File: src/rtl/audio_tx_pkg.sv
package audio_tx_pkg;
  // per-clock strobes, all relative to the next counter value
  typedef struct packed {
    logic frame_start;
    logic bit_tick;
    logic data_slot;
  } tick_t;
endpackage

File: src/rtl/audio_frame_timer.sv
module audio_frame_timer
  import audio_tx_pkg::*;
#(
  parameter int CLK_PER_BIT   = 4,
  parameter int BITS_PER_HALF = 32,
  parameter int SAMPLE_W      = 16
) (
  input  logic  clk_i,
  input  logic  rst_ni,
  output tick_t tick_o,
  output logic  ws_o
);
  localparam int HALF_CLKS  = CLK_PER_BIT * BITS_PER_HALF;
  localparam int FRAME_CLKS = 2 * HALF_CLKS;
  localparam int CNT_W      = $clog2(FRAME_CLKS);
  localparam int SLOT_W     = $clog2(2 * BITS_PER_HALF);

  logic [CNT_W-1:0]  cnt_q, cnt_nxt;
  logic [SLOT_W-1:0] slot_nxt;

  always_comb begin
    cnt_nxt  = (cnt_q == CNT_W'(FRAME_CLKS - 1)) ? '0 : cnt_q + 1'b1;
    slot_nxt = SLOT_W'(cnt_nxt / CNT_W'(CLK_PER_BIT));
    tick_o.frame_start = (cnt_nxt == '0);
    tick_o.bit_tick    = ((cnt_nxt % CNT_W'(CLK_PER_BIT)) == '0);
    tick_o.data_slot   = (slot_nxt >= SLOT_W'(1)) && (slot_nxt <= SLOT_W'(SAMPLE_W));
  end

  always_ff @(posedge clk_i or negedge rst_ni) begin
    if (!rst_ni) begin
      cnt_q <= '0;
      ws_o  <= 1'b0;
    end else begin
      cnt_q <= cnt_nxt;
      if (tick_o.frame_start)                  ws_o <= 1'b1;
      else if (cnt_nxt == CNT_W'(HALF_CLKS))   ws_o <= 1'b0;
    end
  end
endmodule

File: src/rtl/audio_sample_holder.sv
module audio_sample_holder #(
  parameter int SAMPLE_W = 16,
  parameter int BYTE_W   = 8
) (
  input  logic                              clk_i,
  input  logic                              rst_ni,
  input  logic [SAMPLE_W/BYTE_W-1:0]        wr_i,
  input  logic [SAMPLE_W/BYTE_W-1:0][BYTE_W-1:0] byte_i,
  output logic [SAMPLE_W-1:0]               sample_o
);
  localparam int LANES = SAMPLE_W / BYTE_W;

  for (genvar g = 0; g < LANES; g++) begin : g_lane
    always_ff @(posedge clk_i or negedge rst_ni) begin
      if (!rst_ni)      sample_o[g*BYTE_W +: BYTE_W] <= '0;
      else if (wr_i[g]) sample_o[g*BYTE_W +: BYTE_W] <= byte_i[g];
    end
  end
endmodule

File: src/rtl/audio_word_shifter.sv
module audio_word_shifter
  import audio_tx_pkg::*;
#(
  parameter int SAMPLE_W = 16
) (
  input  logic                clk_i,
  input  logic                rst_ni,
  input  tick_t               tick_i,
  input  logic [SAMPLE_W-1:0] sample_i,
  output logic                sd_o
);
  logic [SAMPLE_W-1:0] sh_q;

  always_ff @(posedge clk_i or negedge rst_ni) begin
    if (!rst_ni) begin
      sh_q <= '0;
      sd_o <= 1'b0;
    end else begin
      if (tick_i.frame_start)
        sh_q <= sample_i;
      else if (tick_i.bit_tick && tick_i.data_slot)
        sh_q <= {sh_q[SAMPLE_W-2:0], 1'b0};
      // data moves only at bit boundaries; outside data slots pad with zero
      if (tick_i.bit_tick)
        sd_o <= tick_i.data_slot ? sh_q[SAMPLE_W-1] : 1'b0;
    end
  end
endmodule

File: src/rtl/ser_audio_tx.sv
module ser_audio_tx
  import audio_tx_pkg::*;
#(
  parameter int CLK_PER_BIT   = 4,
  parameter int BITS_PER_HALF = 32,
  parameter int BYTE_W        = 8
) (
  input  logic              clk_i,
  input  logic              rst_ni,
  input  logic [BYTE_W-1:0] hi_byte_i,
  input  logic [BYTE_W-1:0] lo_byte_i,
  input  logic              hi_wr_i,
  input  logic              lo_wr_i,
  output logic              sample_req_o,
  output logic              ws_o,
  output logic              sd_o
);
  localparam int SAMPLE_W   = 2 * BYTE_W;
  localparam int HALF_CLKS  = CLK_PER_BIT * BITS_PER_HALF;
  localparam int FRAME_CLKS = 2 * HALF_CLKS;

  tick_t               tick;
  logic [SAMPLE_W-1:0] held;

  audio_frame_timer #(
    .CLK_PER_BIT(CLK_PER_BIT), .BITS_PER_HALF(BITS_PER_HALF), .SAMPLE_W(SAMPLE_W)
  ) u_timer (
    .clk_i(clk_i), .rst_ni(rst_ni), .tick_o(tick), .ws_o(ws_o)
  );

  audio_sample_holder #(.SAMPLE_W(SAMPLE_W), .BYTE_W(BYTE_W)) u_hold (
    .clk_i(clk_i), .rst_ni(rst_ni),
    .wr_i({hi_wr_i, lo_wr_i}),
    .byte_i({hi_byte_i, lo_byte_i}),
    .sample_o(held)
  );

  audio_word_shifter #(.SAMPLE_W(SAMPLE_W)) u_shift (
    .clk_i(clk_i), .rst_ni(rst_ni), .tick_i(tick), .sample_i(held), .sd_o(sd_o)
  );

  always_ff @(posedge clk_i or negedge rst_ni) begin
    if (!rst_ni) sample_req_o <= 1'b0;
    else         sample_req_o <= tick.frame_start;
  end
endmodule

File: config.mk
export PLATFORM = sky130hd
export DESIGN_NAME = ser_audio_tx
export DESIGN_NICKNAME = d
export VERILOG_FILES = /design/src/rtl/audio_tx_pkg.sv /design/src/rtl/audio_frame_timer.sv /design/src/rtl/audio_sample_holder.sv /design/src/rtl/audio_word_shifter.sv /design/src/rtl/ser_audio_tx.sv
export SDC_FILE = /design/constraint.sdc
export NUM_CORES = 1
export LEC_CHECK = 0
export BUFFER_PORTS_ARGS = -buffer_cell sky130_fd_sc_hd__buf_4
export CAP_MARGIN = 5
export CORE_MARGIN = 1
export CORE_UTILIZATION = 55
export CTS_CLUSTER_SIZE = 25
export DETAILED_ROUTE_END_ITERATION = 10
export GPL_TIMING_DRIVEN = 0
export PLACE_DENSITY = 0.73
export RECOVER_POWER = 50
export SYNTH_ARGS = -nofsm -noshare
export SYNTH_HDL_FRONTEND = slang
export SYNTH_SLANG_ARGS = --single-unit
File: constraint.sdc
create_clock -name clk_i -period 2.6 [get_ports clk_i]
set_input_delay 0.52 -clock clk_i [delete_from_list [all_inputs] [get_ports clk_i]]
set_output_delay 0.52 -clock clk_i [all_outputs]
set_load 0.02 [all_outputs]
==> qor.yml, run 1 <==
worst_setup_path:
  crit_chain: "ha_1 -> buf_4 -> nor3_1 -> a31oi_4 -> o22ai_2 -> and2_1 -> buf_6 -> buf_6 -> a31oi_2"
  critPathLaunchType: "register"
  crit_family: "compound AO/OA/AOI/OAI gates"
  cp.required_ns: 2.77
  endpoint_kind: "register"
  cp_slowest_cell: "dfrtp_1"
  critPathBufInv: 3
  critPathMostFrequentCell: "buf_6"
  critPathMaxFanout: 10
  rrSetupSlack_ns: 0.24
  slowest_delay_ns: 0.44
  crit_type: "reg2reg"
  arrival_ns: 2.53
clock_network:
  cts_buffers: 5
  clk-insertion-delay-late_ns: 0.30
  ctsHoldBuffers: 0
  cts_tree: "done"
  clk_path_buf_depth: 2
  htree_levels: 2
  clkSlewWorstSetupHoldPaths_ns: 0.08
  post_cts_buffers: 0
  cts_resized: 0
  clock_sinks: 43
  clockRootBuffer: "clkbuf_8"
routing:
  drc_errors: 0
  drt_iter0_markers: 65
  via_count: 1538
  wirelength_um: 4080
  ant_nets: 0
  routedWlPerCell_um: 15.6
  avgViaCountPerCell: 5.87
  first_pass_iters: 4
logic_synthesis:
  syn_inst: 186
  syn-cell-area_mm2: 0.00213
  synth_flop_cell: "dfrtp_1"
  synth_cell_types: 38
  synth_edf_count: 0
  synth_nets: 207
  async_flop_share: 1.00
  synth-seq-cells: 43
  ys_seq_area_frac: 0.506
  avgSynthCellArea_um2: 11.4
  yosysWarnings: 0
sta:
  rsz0062_at_grt: "false"
  min_period_ns: 2.36
  fin_crit_sh: 0.907
  maxSlewViolCount: 0
  relSlewSlack: 0.308
  whs_ns: 0.388
  fin_skew_ns: 0.00640
  fin_tns_setup_ns: 0
  setup_viol: 0
  final_hold_viol_count: 0
  fmaxAchievable_mhz: 424
  tightest_slew_ns: 1.04
place:
  place.gp.congestion: 0.784
  placed_cell_area_mm2: 0.00234
  dp_hpwl_um: 2870
  io_buffers: 20
global_routing:
  overflow: 0
  grt_pass1_vias: 1572
  grt_antenna_before_repair: 0
  grt_max_degree: 44
  gr-usage-all-layers: 0.228
  grt_pass1_wl_um: 7080
floorplanning:
  dieArea_mm2: 0.00412
  std_cell_rows: 22
  initial_core_util: 0.576
  die_h_um: 64.2
  ios: 23
  die_w_um: 64.2
  core_region_area_mm2: 0.00369
cells_and_area:
  num_antenna_cells: 0
  final_area_mm2: 0.00247
  drive_gt1_frac: 0.346
  area_growth_pct: 16.0
  fin_nets: 234
min_path:
  hold_class: "in2async"
job:
  drv_cap: 0
power:
  vdd_ir_drop_max_mv: 0.484
  p_leak_nw: 1.04
  cellPowerDensity_mw_per_mm2: 559
  power_w: 0.00138
status:
  status: "complete, no violations"
[per-layer routing]
metal	global-route usage	routed length [um]	vias up
li1	-	-	738
met1	0.273	1760	759
met2	0.386	2090	35
met3	0.0571	150	6
met4	0.106	73	0
met5	0	0	-
[cell type report]
type	instances	area, um2
multi-input cells	124	940
well taps	48	60.1
fillers	293	1220
flip-flops and latches	43	1080
plain buffers	16	98.8
clock buffers	6	72.6
repair buffers	20	148
clock inverters	2	60.1
inverters	3	11.3
[synth_stat cells (5+ instances only)]
library cell | number | area (um2)
a21oi_1 | 15 | 75.1
a31oi_1 | 6 | 37.5
a31oi_2 | 10 | 125
buf_4 | 5 | 37.5
clkbuf_1 | 5 | 18.8
dfrtp_1 | 43 | 1080
mux2_2 | 16 | 180
nand2_1 | 6 | 22.5
nand3_1 | 19 | 95.1
nor2_1 | 6 | 22.5
o21ai_0 | 16 | 80.1
[flip-flops by register name, summed over array words and instances, names as in the netlist]
signal,flops
u_shift.sd_o,1
u_hold.sample_o,16
u_timer.cnt_q,8
u_timer.ws_o,1
sample_req_o,1
u_shift.sh_q,16
[cells in the final DEF, fill, tap and decap left out, types with 2 or more instances in the layout]
cell type,count
a21o_1,2
a31oi_2,10
clkbuf_8,5
inv_1,2
a31oi_1,6
buf_2,3
o31ai_1,2
nand2_1,6
clkbuf_1,6
buf_4,24
nor2_1,6
bufinv_16,2
xor2_1,2
and2_1,2
a21oi_1,15
nand3_1,19
and3_1,2
mux2_2,16
buf_6,2
xnor2_1,3
nor3_1,2
clkbuf_2,2
dfrtp_1,43
o21ai_0,16
[power by group]
| group | internal [W] | switching, W | total (W) |
|---|---|---|---|
| Sequential | 0.000693 | 0.0000136 | 0.000707 |
| Clock | 0.000384 | 0.000225 | 0.000609 |
| Combinational | 0.0000383 | 0.0000262 | 0.0000645 |
[worst paths after layout]
kind / from / to / depth (start not counted)
setup / recovery: u_timer.cnt_q[0] / u_shift.sh_q[15] / 9
hold / removal: rst_ni / u_timer.cnt_q[2] / 1
setup reg to reg: u_timer.cnt_q[0] / u_shift.sh_q[15] / 9
hold reg to reg: u_shift.sd_o / u_shift.sd_o / 2
max in group asynchronous: rst_ni / u_shift.sh_q[6] / 1
min in group clk_i: lo_byte_i[6] / u_hold.sample_o[6] / 2
[through the flow]
step | setup WS [ns] | cells | util
6_report | 0.241 | 262 | 0.669
2_1_floorplan | 0.560 | 186 | -
4_1_cts | 0.248 | 262 | 0.669
5_1_grt | 0.108 | 262 | 0.669
3_3_place_gp | 0.355 | 254 | 0.633
3_5_place_dp | 0.266 | 254 | 0.633
[cells by family (layout without fill, tap and decap cells)]
kind of cell,after synthesis,count (layout),synth area share
AOI/OAI and AO/OA,62,62,0.238
DFF,43,43,0.506
and+or+nand+nor,40,40,0.0924
buffers and inverters,19,47,0.0518
muxes,16,16,0.0848
xor gates and xnor gates,5,5,0.0206
adders and majority gates,1,1,0.00588
Note: power is estimated with default switching activity, not from simulation.
==> inputs of run 2 (changes only) <==
--- a/config.mk
+++ b/config.mk
@@ -5,14 +5,14 @@
 export SDC_FILE = /design/constraint.sdc
 export NUM_CORES = 1
 export LEC_CHECK = 0
-export BUFFER_PORTS_ARGS = -buffer_cell sky130_fd_sc_hd__buf_4
 export CAP_MARGIN = 5
 export CORE_MARGIN = 1
 export CORE_UTILIZATION = 55
 export CTS_CLUSTER_SIZE = 25
 export DETAILED_ROUTE_END_ITERATION = 10
+export DONT_BUFFER_PORTS = 1
 export GPL_TIMING_DRIVEN = 0
-export PLACE_DENSITY = 0.73
+export PLACE_DENSITY = 0.68
 export RECOVER_POWER = 50
 export SYNTH_ARGS = -nofsm -noshare
 export SYNTH_HDL_FRONTEND = slang
==> run 2 against run 1 <==
Compared with the run above: the run now ends with max-capacitance violations, max-slew violations left; via count fell by 5.0%; first-iteration DRC count rose by 31%; global-route usage fell by 1.3 points; clock skew fell by 0.0010 ns; cell area fell by 6.8%; fmax rose by 3.7%; sequential share of layout area rose by 3.2 points; critical path type unchanged; highest routed layer unchanged.
==> qor.yml, run 2 (synthesized netlist as in run 1, its figures left out) <==
global_routing:
  gr-usage-all-layers: 0.215  # was 0.228
  grt_pass1_vias: 1463  # was 1572
  grt_max_degree: 44  # unchanged
  grt_pass1_wl_um: 6710  # was 7080 um
  grt_antenna_before_repair: 0  # unchanged
  overflow: 0  # unchanged
power:
  power_w: 0.00124  # was 0.00138 W
  cellPowerDensity_mw_per_mm2: 541  # was 559 mW/mm2
  vdd_ir_drop_max_mv: 0.386  # was 0.484 mV
  p_leak_nw: 0.933  # was 1.04 nW
floorplanning:
  die_w_um: 64.2  # unchanged
  die_h_um: 64.2  # unchanged
  ios: 23  # unchanged
  core_region_area_mm2: 0.00369  # unchanged
  std_cell_rows: 22  # unchanged
  initial_core_util: 0.576  # unchanged
  dieArea_mm2: 0.00412  # unchanged
cells_and_area:
  layout_common_cells: "dfrtp_1 (43), nand3_1 (19), o21ai_0 (16), mux2_2 (16), a21oi_1 (15)"  # was dfrtp_1 (43), buf_4 (24), nand3_1 (19), o21ai_0 (16), mux2_2 (16)
  area_growth_pct: 8.12  # was 16.0%
  multiInputGateArea_um2: 940  # unchanged
  fin_util: 0.623  # was 0.669
  largestRegisters: "u_hold.sample_o (16), u_shift.sh_q (16), u_timer.cnt_q (8)"  # unchanged
  fin_nets: 215  # was 234
  drive_gt1_frac: 0.273  # was 0.346
  final_common_cell: "dfrtp_1"  # unchanged
  fillers: 315  # was 293
  num_antenna_cells: 0  # unchanged
  regArea_mm2: 0.00108  # unchanged
  fin_cells: 242  # was 262
clock_network:
  cts_buffers: 5  # unchanged
  clk-insertion-delay-late_ns: 0.29  # was 0.30 ns
  clock_sinks: 43  # unchanged
  cts_tree: "done"  # unchanged
  clkSlewWorstSetupHoldPaths_ns: 0.08  # about the same
  cts_resized: 0  # unchanged
  clockRootBuffer: "clkbuf_8"  # unchanged
  htree_levels: 2  # unchanged
  clk_path_buf_depth: 2  # unchanged
sta:
  rsz0062_at_grt: "false"  # unchanged
  fin_tns_setup_ns: 0  # unchanged
  tightest_slew_ns: 1.96  # was 1.04 ns
  fin_skew_ns: 0.00536  # was 0.00640 ns
  relSlewSlack: -0.308  # was 0.308
  min_period_ns: 2.27  # was 2.36 ns
  fmaxAchievable_mhz: 440  # was 424 MHz
  final_hold_viol_count: 0  # unchanged
  maxSlewViolCount: 44  # was 0
  fin_crit_sh: 0.875  # was 0.907
  whs_ns: 0.379  # was 0.388 ns
  setup_viol: 0  # unchanged
routing:
  routedWlPerCell_um: 16.0  # was 15.6 um
  drc_errors: 0  # unchanged
  ant_nets: 0  # unchanged
  first_pass_iters: 4  # unchanged
  drt_iter0_markers: 85  # was 65
  avgViaCountPerCell: 6.04  # was 5.87
  via_count: 1461  # was 1538
  wirelength_um: 3860  # was 4080 um
place:
  place.gp.congestion: 0.887  # was 0.784
  dp_hpwl_um: 2860  # was 2870 um
  dp_cells: 234  # was 254
  io_buffers: 0  # was 20
worst_setup_path:
  arrival_ns: 2.44  # was 2.53 ns
  critPathLaunchType: "register"  # unchanged
  crit_type: "reg2reg"  # unchanged
  endpoint_kind: "register"  # unchanged
  cp.required_ns: 2.77  # about the same
  critPathMaxFanout: 10  # unchanged
status:
  status: "complete, but fails checks"  # was complete, no violations
  failed_checks: "max-capacitance violations, max-slew violations"
job:
  drv_cap: 1  # was 0
min_path:
  hold_class: "in2reg"  # was in2async
-- run 2: cell types whose count changed in the layout (fill, tap and decap cells not counted) --
cell,before,now
buf_4,24,5
clkbuf_2,2,1
bufinv_16,2,1
clkdlybuf4s25_1,0,1
-- run 2: cell type report --
cell class	instances	area share
plain buffers	16	0.0430
clock buffers	6	0.0316
clock inverters	1	0.0131
inverters	3	0.00490
multi-input cells	124	0.409
flip-flops and latches	43	0.468
well taps	48	0.0261
repair buffers	1	0.00435
-- run 2: final timing paths --
kind	from	endpoint	slack, ns	cells after the start
worst max-delay path	u_timer.cnt_q[0]	u_shift.sh_q[12]	0.33	9
worst min-delay path	lo_byte_i[3]	u_hold.sample_o[3]	0.38	1
worst min register to register	u_hold.sample_o[0]	u_shift.sh_q[0]	0.50	1
min in group asynchronous	rst_ni	u_timer.cnt_q[5]	0.96	1
worst max register to register	u_timer.cnt_q[0]	u_shift.sh_q[12]	0.33	9
max in group asynchronous	rst_ni	sample_req_o	0.50	1
-- run 2: metal layers --
layer / track usage / part of all wire / vias to the layer above
li1: - / - / 693
met1: 0.294 / 0.47 / 729
met3: 0.0518 / 0.034 / 6
met5: 0 / 0 / -
met4: 0.0917 / 0.0098 / 0
met2: 0.327 / 0.48 / 33
-- run 2: worst max-delay path: stages (launching register included) --
cell and delay (ns):
dfrtp_1 0.42, ha_1 0.21, buf_4 0.17, nor3_1 0.32, a31oi_4 0.11, o22ai_2 0.34
and2_1 0.20, buf_6 0.12, buf_6 0.16, a31oi_2 0.09
-- run 2: what timing repair did --
action	in CTS	in global routing
buffers inserted	0	0
hold buffers	1	0
endpoints found under the hold margin	43	0
endpoints found under the setup margin	0	0
-- run 2: metrics by stage --
stage / setup slack (ns) / instance area, um2
finish: 0.325 / 2300
global route: 0.0966 / 2300
CTS: 0.305 / 2310
detailed placement: 0.318 / 2190
global placement: 0.348 / 2190
floorplan: 0.560 / 2130
-- run 2: power breakdown --
| group | switching (W) | total [W] | internal, W |
|---|---|---|---|
| combinational | 0.0000231 | 0.0000471 | 0.0000241 |
| sequential | 0.0000138 | 0.000707 | 0.000693 |
| clock | 0.000207 | 0.000488 | 0.000281 |
| total | 0.000243 | 0.00124 | 0.000999 |
==> inputs of run 3 (changes only) <==
--- a/config.mk
+++ b/config.mk
@@ -6,12 +6,14 @@
 export NUM_CORES = 1
 export LEC_CHECK = 0
 export CAP_MARGIN = 5
+export CORE_ASPECT_RATIO = 1.5
 export CORE_MARGIN = 1
 export CORE_UTILIZATION = 55
 export CTS_CLUSTER_SIZE = 25
 export DETAILED_ROUTE_END_ITERATION = 10
 export DONT_BUFFER_PORTS = 1
 export GPL_TIMING_DRIVEN = 0
+export MAX_ROUTING_LAYER = met4
 export PLACE_DENSITY = 0.68
 export RECOVER_POWER = 50
 export SYNTH_ARGS = -nofsm -noshare
==> run 3 against run 2 <==
Compared with the run above: the flow still finishes with violations (max-capacitance violations, max-slew violations); fmax down 1.3%; highest routed layer unchanged; sequential share of layout area increased by 0.75 points; hold slack better by 0.0049 ns; largest power group unchanged; via count down 1.5%; critical endpoint is now u_shift.sh_q[2]; clock power is 22% lower; cell count is 2.5% lower; global-route usage up 1.6 points; flip-flop and latch count is the same.
==> qor.yml, run 3 (synthesized netlist as in run 1, its figures left out) <==
status:
  status: "complete, but fails checks"  # unchanged
  failed_checks: "max-capacitance violations, max-slew violations"  # unchanged
power:
  sequentialPowerShare: 0.623  # was 0.569
  combinationalPowerShare: 0.041  # was 0.038
  p_clk_frac: 0.336  # was 0.393
  p_sw_w: 0.000238  # was 0.000243 W
  vdd_ir_drop_max_mv: 0.469  # was 0.386 mV
  p_leak_nw: 0.919  # was 0.933 nW
  p_int_w: 0.000897  # was 0.000999 W
  cellPowerDensity_mw_per_mm2: 501  # was 541 mW/mm2
  sw_frac_of_total: 0.210  # was 0.196
floorplanning:
  dieArea_mm2: 0.00412  # about the same
  initial_core_util: 0.577  # was 0.576
  ios: 23  # unchanged
  core_region_area_mm2: 0.00368  # was 0.00369 mm2
  die_w_um: 52.8  # was 64.2 um
  die_h_um: 78.1  # was 64.2 um
  std_cell_rows: 27  # was 22
worst_setup_path:
  critPathLaunchType: "register"  # unchanged
  cp.required_ns: 2.76  # was 2.77 ns
  critPathMaxFanout: 10  # unchanged
  crit_type: "reg2reg"  # unchanged
  arrival_ns: 2.46  # was 2.44 ns
  endpoint_kind: "register"  # unchanged
  rr_worst_depth: 9  # unchanged
global_routing:
  grt_pass1_vias: 1493  # was 1463
  grt_antenna_before_repair: 0  # unchanged
  grt_max_degree: 44  # unchanged
  gr-usage-all-layers: 0.231  # was 0.215
  grt_pass1_wl_um: 6750  # was 6710 um
  overflow: 0  # unchanged
sta:
  fin_skew_ns: 0.00944  # was 0.00536 ns
  rsz0062_at_grt: "false"  # unchanged
  min_period_ns: 2.30  # was 2.27 ns
  fin_tns_setup_ns: 0  # unchanged
  tightest_slew_ns: 1.97  # was 1.96 ns
  final_hold_viol_count: 0  # unchanged
  setup_viol: 0  # unchanged
  fin_crit_sh: 0.886  # was 0.875
  maxSlewViolCount: 44  # unchanged
  fmaxAchievable_mhz: 434  # was 440 MHz
  relSlewSlack: -0.311  # was -0.308
clock_network:
  cts_buffers: 5  # unchanged
  clk_path_buf_depth: 2  # unchanged
  clockRootBuffer: "clkbuf_8"  # unchanged
  clock_sinks: 43  # unchanged
  clk-insertion-delay-late_ns: 0.29  # about the same
  cts_tree: "done"  # unchanged
  htree_levels: 2  # unchanged
  clkSlewWorstSetupHoldPaths_ns: 0.07  # was 0.08 ns
  post_cts_buffers: 0  # unchanged
job:
  drv_cap: 1  # unchanged
routing:
  first_pass_iters: 4  # unchanged
  wirelength_um: 3950  # was 3860 um
  ant_nets: 0  # unchanged
  drc_errors: 0  # unchanged
  avgViaCountPerCell: 6.10  # was 6.04
  routedWlPerCell_um: 16.7  # was 16.0 um
  via_count: 1439  # was 1461
  drt_iter0_markers: 32  # was 85
cells_and_area:
  regArea_mm2: 0.00108  # unchanged
  drive_gt1_frac: 0.269  # was 0.273
  num_antenna_cells: 0  # unchanged
  layout_common_cells: "dfrtp_1 (43), nand3_1 (19), o21ai_0 (16), mux2_2 (16), a21oi_1 (15)"  # unchanged
  multiInputGateArea_um2: 940  # unchanged
  final_area_mm2: 0.00226  # was 0.00230 mm2
  final_common_cell: "dfrtp_1"  # unchanged
  fin_nets: 215  # unchanged
  fillers: 332  # was 315
  largestRegisters: "u_hold.sample_o (16), u_shift.sh_q (16), u_timer.cnt_q (8)"  # unchanged
  area_growth_pct: 6.42  # was 8.12%
place:
  place.gp.congestion: 0.759  # was 0.887
  placed_cell_area_mm2: 0.00218  # was 0.00219 mm2
  dp_hpwl_um: 2920  # was 2860 um
  io_buffers: 0  # unchanged
min_path:
  hold_class: "in2reg"  # unchanged
  whs_path_depth: 1  # unchanged
## run 3: cell types whose count changed in the layout (fill, tap and decap cells not counted), sizes merged
cell,before,now
bufinv,1,0
## run 3: repair_timing
action | in CTS | in global routing
gates resized for setup | 0 | 0
setup endpoints to repair | 0 | 0
endpoints found under the hold margin | 43 | 0
hold buffers | 1 | 0
## run 3: final cells by class
type / instances / share of cell area
multi-input combinational: 124 / 0.415
timing repair buffer: 1 / 0.00442
buffer: 16 / 0.0437
clock buffer: 6 / 0.0321
sequential: 43 / 0.476
inverter: 3 / 0.00498
tap: 43 / 0.0238
## run 3: power groups by stage
stage,clock [W],sequential [W],combinational (W)
after floorplan,0,0.000715,0.0000302
after global placement,0,0.000718,0.0000325
after detailed placement,0,0.000719,0.0000341
after CTS,0.000395,0.000706,0.0000509
after global routing,0.000425,0.000709,0.0000525
final,0.000381,0.000707,0.0000467
## run 3: worst paths after layout
path / endpoint / slack [ns] / startpoint
max in group asynchronous: u_hold.sample_o[7] / 0.49 / rst_ni
worst max register to register: u_shift.sh_q[2] / 0.30 / u_timer.cnt_q[0]
min in group asynchronous: u_timer.cnt_q[2] / 0.96 / rst_ni
worst min-delay path: u_hold.sample_o[3] / 0.38 / lo_byte_i[3]
worst max-delay path: u_shift.sh_q[2] / 0.30 / u_timer.cnt_q[0]
worst min register to register: u_hold.sample_o[3] / 0.51 / u_hold.sample_o[3]
## run 3: worst max-delay path: stages (launching register included)
cell,delay [ns]
dfrtp_1,0.43
ha_1,0.21
buf_4,0.17
nor3_1,0.32
a31oi_4,0.11
o22ai_2,0.35
and2_1,0.20
buf_6,0.12
buf_6,0.16
a31oi_2,0.10
## run 3: per-layer routing
layer	track usage	routed length, um
met1	0.259	1540
met2	0.396	2230
met3	0.0523	125
met4	0.0711	57
met5	-	0
## run 3: through the flow
| step | total power, W | std cells | hold slack (ns) | util | setup WS, ns |
|---|---|---|---|---|---|
| after global routing | 0.00119 | 236 | 0.369 | 0.614 | 0.114 |
| after detailed placement | 0.000754 | 229 | 0.225 | 0.592 | 0.298 |
| final | 0.00113 | 236 | 0.384 | 0.614 | 0.296 |
| after global placement | 0.000751 | 229 | 0.225 | 0.592 | 0.346 |
| after CTS | 0.00115 | 236 | 0.0786 | 0.617 | 0.285 |
| after floorplan | 0.000745 | 186 | 0.224 | - | 0.560 |
